$ cat src/rtl/rsq_pkg.sv
package rsq_pkg;

  // lookup geometry: one parity bit plus six fraction bits, seven-bit seeds
  localparam int unsigned RSQ_IDX_W   = 6;
  localparam int unsigned RSQ_OUT_W   = 7;
  localparam int unsigned RSQ_ADDR_W  = RSQ_IDX_W + 1;
  localparam int unsigned RSQ_HALF    = 1 << RSQ_IDX_W;
  localparam int unsigned RSQ_ENTRIES = 1 << RSQ_ADDR_W;

  typedef enum logic [2:0] {
    CLS_POS_NORM = 3'd0,
    CLS_POS_SUB  = 3'd1,
    CLS_ZERO     = 3'd2,
    CLS_POS_INF  = 3'd3,
    CLS_INVALID  = 3'd4,
    CLS_QUIET    = 3'd5
  } rsq_class_e;

  // integer square root, floor, for values below 2^20
  function automatic int isqrt20(input int t);
    int r;
    int c;
    r = 0;
    for (int b = 9; b >= 0; b--) begin
      c = r | (1 << b);
      if (c * c <= t) r = c;
    end
    return r;
  endfunction

  // Seed for bin idx of one half. The bin centre is m = (2*HALF + 2*idx + 1) / (2*HALF).
  // With q = 128 * v, the seed is round(q) - 128; q^2 = 2^23/d (odd half) or 2^22/d (even half).
  // round(q) = n  <=>  (2n-1)^2 * d <= 4 * q^2 * d, solved with an integer root.
  function automatic logic [RSQ_OUT_W-1:0] rsq_seed(input int odd, input int idx);
    int d;
    int t;
    int n;
    d = 2 * RSQ_HALF + 2 * idx + 1;
    t = ((odd != 0) ? (1 << 25) : (1 << 24)) / d;
    n = (isqrt20(t) + 1) / 2;
    if (n > 255) n = 255;
    if (n < 128) n = 128;
    return RSQ_OUT_W'(n - 128);
  endfunction

  function automatic logic [RSQ_ENTRIES*RSQ_OUT_W-1:0] build_rom();
    logic [RSQ_ENTRIES*RSQ_OUT_W-1:0] r;
    r = '0;
    for (int a = 0; a < RSQ_ENTRIES; a++)
      r[a*RSQ_OUT_W +: RSQ_OUT_W] = rsq_seed(a >> RSQ_IDX_W, a & (RSQ_HALF - 1));
    return r;
  endfunction

endpackage

$ cat src/rtl/rsq_classify.sv
module rsq_classify
  import rsq_pkg::*;
#(
  parameter int unsigned EXP_W  = 8,
  parameter int unsigned FRAC_W = 23
) (
  input  logic              sign_i,
  input  logic [EXP_W-1:0]  exp_i,
  input  logic [FRAC_W-1:0] frac_i,
  output rsq_class_e        cls_o
);

  logic exp_ones;
  logic exp_zero;
  logic frac_zero;

  assign exp_ones  = &exp_i;
  assign exp_zero  = ~|exp_i;
  assign frac_zero = ~|frac_i;

  always_comb begin
    if (exp_ones) begin
      if (frac_zero)             cls_o = sign_i ? CLS_INVALID : CLS_POS_INF;
      else if (frac_i[FRAC_W-1]) cls_o = CLS_QUIET;
      else                       cls_o = CLS_INVALID;
    end else if (exp_zero && frac_zero) begin
      cls_o = CLS_ZERO;
    end else if (sign_i) begin
      cls_o = CLS_INVALID;
    end else if (exp_zero) begin
      cls_o = CLS_POS_SUB;
    end else begin
      cls_o = CLS_POS_NORM;
    end
  end

endmodule

$ cat src/rtl/rsq_normalize.sv
module rsq_normalize
  import rsq_pkg::*;
#(
  parameter int unsigned EXP_W  = 8,
  parameter int unsigned FRAC_W = 23,
  parameter int unsigned NE_W   = EXP_W + 3
) (
  input  logic                   is_sub_i,
  input  logic [EXP_W-1:0]       exp_i,
  input  logic [FRAC_W-1:0]      frac_i,
  output logic signed [NE_W-1:0] norm_exp_o,
  output logic [RSQ_IDX_W-1:0]   norm_idx_o
);

  localparam int unsigned LZ_W = $clog2(FRAC_W + 2);

  logic [LZ_W-1:0] lz;
  logic [LZ_W-1:0] sh_amt;
  logic            found;

  // leading zeros of the fraction field, counted from its MSB
  always_comb begin
    lz    = '0;
    found = 1'b0;
    for (int i = FRAC_W - 1; i >= 0; i--) begin
      if (!found && frac_i[i]) found = 1'b1;
      else if (!found)         lz    = lz + 1'b1;
    end
  end

  // a subnormal drops its leading zeros and its leading one; a normal is not shifted
  assign sh_amt     = is_sub_i ? (lz + 1'b1) : '0;
  assign norm_idx_o = RSQ_IDX_W'((frac_i << sh_amt) >> (FRAC_W - RSQ_IDX_W));
  assign norm_exp_o = is_sub_i ? (NE_W'(0) - NE_W'(lz)) : NE_W'(exp_i);

endmodule

$ cat src/rtl/rsq_rom.sv
module rsq_rom
  import rsq_pkg::*;
(
  input  logic [RSQ_ADDR_W-1:0] addr_i,
  output logic [RSQ_OUT_W-1:0]  seed_o
);

  localparam logic [RSQ_ENTRIES*RSQ_OUT_W-1:0] SEEDS = build_rom();

  assign seed_o = SEEDS[int'(addr_i)*RSQ_OUT_W +: RSQ_OUT_W];

endmodule

$ cat src/rtl/rsq_est.sv
module rsq_est
  import rsq_pkg::*;
#(
  parameter int unsigned EXP_W  = 8,
  parameter int unsigned FRAC_W = 23
) (
  input  logic                      clk,
  input  logic                      rst_n,
  input  logic                      in_valid,
  output logic                      in_ready,
  input  logic [EXP_W+FRAC_W:0]     in_data,
  output logic                      out_valid,
  input  logic                      out_ready,
  output logic [EXP_W+FRAC_W:0]     out_data,
  output logic                      out_invalid,
  output logic                      out_divzero
);

  localparam int unsigned W    = 1 + EXP_W + FRAC_W;
  localparam int unsigned NE_W = EXP_W + 3;
  localparam int          BIAS = (1 << (EXP_W - 1)) - 1;
  localparam logic signed [NE_W-1:0] EXP_NUM = NE_W'(3 * BIAS - 1);
  localparam logic [W-1:0] CANON_NAN = {1'b0, {EXP_W{1'b1}}, 1'b1, {(FRAC_W-1){1'b0}}};

  logic                   op_sign;
  logic [EXP_W-1:0]       op_exp;
  logic [FRAC_W-1:0]      op_frac;
  rsq_class_e             cls;
  logic signed [NE_W-1:0] norm_exp;
  logic [RSQ_IDX_W-1:0]   norm_idx;
  logic [RSQ_OUT_W-1:0]   seed;
  logic [EXP_W-1:0]       res_exp;
  logic [W-1:0]           res_word;
  logic                   res_inv;
  logic                   res_dz;
  logic                   take;

  assign op_sign = in_data[W-1];
  assign op_exp  = in_data[W-2 -: EXP_W];
  assign op_frac = in_data[FRAC_W-1:0];

  rsq_classify #(.EXP_W(EXP_W), .FRAC_W(FRAC_W)) u_cls (
    .sign_i (op_sign),
    .exp_i  (op_exp),
    .frac_i (op_frac),
    .cls_o  (cls)
  );

  rsq_normalize #(.EXP_W(EXP_W), .FRAC_W(FRAC_W), .NE_W(NE_W)) u_norm (
    .is_sub_i   (cls == CLS_POS_SUB),
    .exp_i      (op_exp),
    .frac_i     (op_frac),
    .norm_exp_o (norm_exp),
    .norm_idx_o (norm_idx)
  );

  rsq_rom u_rom (
    .addr_i ({norm_exp[0], norm_idx}),
    .seed_o (seed)
  );

  // floor((3B - 1 - e) / 2); the numerator is always positive
  assign res_exp = EXP_W'((EXP_NUM - norm_exp) >>> 1);

  always_comb begin
    res_inv  = 1'b0;
    res_dz   = 1'b0;
    res_word = {1'b0, res_exp, seed, {(FRAC_W-RSQ_OUT_W){1'b0}}};
    unique case (cls)
      CLS_INVALID: begin
        res_word = CANON_NAN;
        res_inv  = 1'b1;
      end
      CLS_QUIET:   res_word = CANON_NAN;
      CLS_ZERO: begin
        res_word = {op_sign, {EXP_W{1'b1}}, {FRAC_W{1'b0}}};
        res_dz   = 1'b1;
      end
      CLS_POS_INF: res_word = '0;
      default:     ;
    endcase
  end

  // single output register; it may refill in the cycle it drains
  assign in_ready = !out_valid || out_ready;
  assign take     = in_valid && in_ready;

  always_ff @(posedge clk or negedge rst_n) begin
    if (!rst_n) begin
      out_valid   <= 1'b0;
      out_data    <= '0;
      out_invalid <= 1'b0;
      out_divzero <= 1'b0;
    end else if (take) begin
      out_valid   <= 1'b1;
      out_data    <= res_word;
      out_invalid <= res_inv;
      out_divzero <= res_dz;
    end else if (out_ready) begin
      out_valid   <= 1'b0;
    end
  end

endmodule

$ cat config.mk
export PLATFORM = sky130hd
export DESIGN_NAME = rsq_est
export DESIGN_NICKNAME = d
export VERILOG_FILES = /design/src/rtl/rsq_pkg.sv /design/src/rtl/rsq_classify.sv /design/src/rtl/rsq_normalize.sv /design/src/rtl/rsq_rom.sv /design/src/rtl/rsq_est.sv
export SDC_FILE = /design/constraint.sdc
export NUM_CORES = 1
export LEC_CHECK = 0
export ABC_AREA = 1
export BUFFER_PORTS_ARGS = -buffer_cell sky130_fd_sc_hd__buf_2
export CAP_MARGIN = 20
export CORE_MARGIN = 5
export CORE_UTILIZATION = 40
export CTS_CLUSTER_DIAMETER = 200
export DETAILED_ROUTE_END_ITERATION = 7
export PLACE_DENSITY = 0.57
export SYNTH_ARGS = -nofsm -noshare
export SYNTH_HDL_FRONTEND = slang
export SYNTH_SLANG_ARGS = --single-unit
$ cat constraint.sdc
create_clock -name clk -period 3 [get_ports clk]
set_input_delay 0.3 -clock clk [delete_from_list [all_inputs] [get_ports clk]]
set_output_delay 0.3 -clock clk [all_outputs]
set_load 0.05 [all_outputs]
==> summary.txt <==
clk root buf: clkbuf_16
Final WS setup: -10.09 ns
1st-iter DRT viols: 483
worst hold path class: in -> async
share of cells above drive strength 1: 42.53%
routability cong.: 0.9505
end of the critical path: out_data[17]
crit end category: flip-flop
Fmax achieved: 76.39 MHz
vias in the first global route: 7,399
Max Cap Viol: 0
part of the cycle the worst path needs: 436.4%
worst slew pin tran: 0.6270 ns
DIE AREA: 17,080 um^2
Routed WL per cell: 11.62 um
final setup vio count: 15
status: complete, but fails checks
slowest CP cell: ha_4
Async S/R FF share, synth: 100.0%
diode count: 0
power density over the cells: 181.5 nW/um^2
worst stage delay on the critical path: 0.31 ns
Die H: 130.7 um
register area share after synthesis: 8.160%
Remaining DRCs: 0
yosys warns: 0
critical setup path kind: in -> reg
CTS tree: yes
Post-synth EDFFs: 0
Max clock buf depth: 2
Via Count: 7,720
Final Slew Violations: 0
Synth top area share: 22.35%
Setup Skew: 0.003367 ns
Synth Flop Type: dfrtp_1
Clock Latency Late Sink: 0.25 ns
total power draw: 1.709 mW
count leader, synth: nand2_1
setup tns final: -145.51 ns
Leak: 5.165 nW
clock-pin slew on the worst setup and hold paths: 0.05 ns
failing checks: hold timing, setup timing
Final Cell Area: 9417 um^2
final hold violation count: 19
Cell Count, Final, Fillers Out: 1,609
min cycle time layout: 13.09 ns
hold buffer count at CTS: 0
unrepaired setup endpoints after global routing: true
area growth from synthesis to layout: 61.61%
Mapped Area: 5827 um^2
peak supply drop: 0.2977 mV
reg-to-reg slack, setup: 1.26 ns
CP top delay family: adder cells
I/O pins: 72
Yosys reg bits: 19
Area contributors post-synth: nand2_1 22%, nand3_1 10%, inv_1 9.3%
row count: 44
Detail Placement HPWL: 14,480 um
Port Buffer Count: 55
dpl cells: 1,555
synthesized instance count: 1,090
first-pass GRT wire length: 32,010 um
largest net degree at the start of global routing: 32
total gr overflow: 0
Layout Nets: 1,494
initial core utilization: 40.40%
DP Area: 8167 um^2
Pre-antenna DRT Iters: 5
arrival time worst endpoint: 13.28 ns
chip width: 130.7 um
crit path launch type: input port
reg2reg end: out_data[23]
syn avg cell area: 5.346 um^2
pre-CTS setup slack: -10.77 ns
worst setup path startpoint: in_data[21]
Crit Reg-Reg Startpoint: out_valid
H-tree levels: 1
Num Clock Sinks: 19
Buf+Inv Stages, Crit Path: 25
Total Routing Usage GR: 21.76%
Max FO, Critical Path: 6
Cell variety after synth: 48
Yosys top cell by area: nand2_1
most frequent CP cell: inv_2
Crit. path cell count: 102
Routed WL: 18,700 um
reg2reg path depth: 6
antenna viol nets, final: 0
Slew headroom: 58.10%
core area: 14,420 um^2
Via density: 4.798
Num CTS Buffers: 3
initial antenna violation count: 0
critical path data required time: 3.19 ns
hold slack final: -0.01016 ns
synth cell count leaders: 347 x nand2_1, 145 x inv_1, 119 x nand3_1
layout by cell type (no fill, tap or decap), types with 22 or more instances in the layout:
| master | netlist | routed |
|---|---|---|
| nand2_1 | 347 | 312 |
| o21ai_0 | 55 | 32 |
| nor2_1 | 89 | 77 |
| nand2_2 | 14 | 39 |
| buf_2 | 10 | 53 |
| nor2_4 | 14 | 22 |
| nand3_2 | 17 | 30 |
| inv_1 | 145 | 122 |
| nand3_1 | 119 | 105 |
| nand4_1 | 30 | 30 |
| inv_2 | 29 | 45 |
| buf_4 | 21 | 275 |
| o21ai_1 | 23 | 26 |
logic make-up (layout without fill, tap and decap cells):
family	Yosys count	after routing	share of synthesized area, %
AO/OA/AOI/OAI	127	127	12.00
XOR/XNOR	4	4	0.6012
adder cells (fa/ha/maj)	32	32	6.871
buffers and inverters	220	540	16.19
flip-flops	19	19	8.160
multiplexers	2	2	0.3436
other	1	16	0.06436
AND/OR/NAND/NOR	685	685	55.77
repair_timing:
| item | 4_1_cts | 5_1_grt |
|---|---|---|
| setup buffers | 38 | 10 |
| gates resized for setup | 117 | 79 |
| pin swaps | 50 | 59 |
| hold endpoints to repair | 0 | 0 |
| setup endpoints to repair | 15 | 15 |
| gates cloned | 4 | 0 |
final cells by class:
class                           instances  area, um^2
Multi-Input combinational cell        866        5167
Fill cell                            1396        5007
Timing Repair Buffer                  355        2744
Inverter                              179       703.2
Sequential cell                        19       475.5
Tap cell                              184       230.2
Clock buffer                            3       75.07
Timing Repair inverter                  2       16.27
Clock inverter                          1       5.005
worst min-delay path by stage:
stage / startpoint / endpoint / slack [ns] / depth (start not counted)
floorplan: rst_n / out_data[16] / 0.004 / 0
global placement: rst_n / out_data[18] / 0.26 / 1
detailed placement: rst_n / out_data[18] / 0.26 / 1
CTS: rst_n / out_invalid / 0.004 / 1
global route: rst_n / out_invalid / 0.01 / 1
finish: rst_n / out_data[18] / -0.01 / 1
routing by layer:
| metal | global-route usage, % | share of wire (%) | up-vias |
|---|---|---|---|
| li1 | - | - | 4152 |
| met1 | 30.36 | 47 | 3395 |
| met2 | 37.68 | 48 | 148 |
| met3 | 1.911 | 3.9 | 25 |
| met4 | 2.601 | 0.95 | 0 |
| met5 | 0 | 0 | - |
where the power goes:
group	switching, mW	leakage [nW]	internal, mW
clock	0.0938	0.0409	0.178
sequential	0.0178	0.233	0.291
combinational	0.654	4.89	0.475
through the flow:
| stage | util (%) | hold WS [ns] |
|---|---|---|
| 2_1_floorplan | - | 0.004409 |
| 3_3_place_gp | 56.62 | 0.2559 |
| 3_5_place_dp | 56.62 | 0.2628 |
| 4_1_cts | 62.95 | 0.004030 |
| 5_1_grt | 65.28 | 0.01190 |
| 6_report | 65.28 | -0.01016 |
flip-flops by register name, indices dropped and copies added (netlist names):
name,flops
out_divzero,1
out_data,16
out_invalid,1
out_valid,1
(Power assumes the default switching activity.)
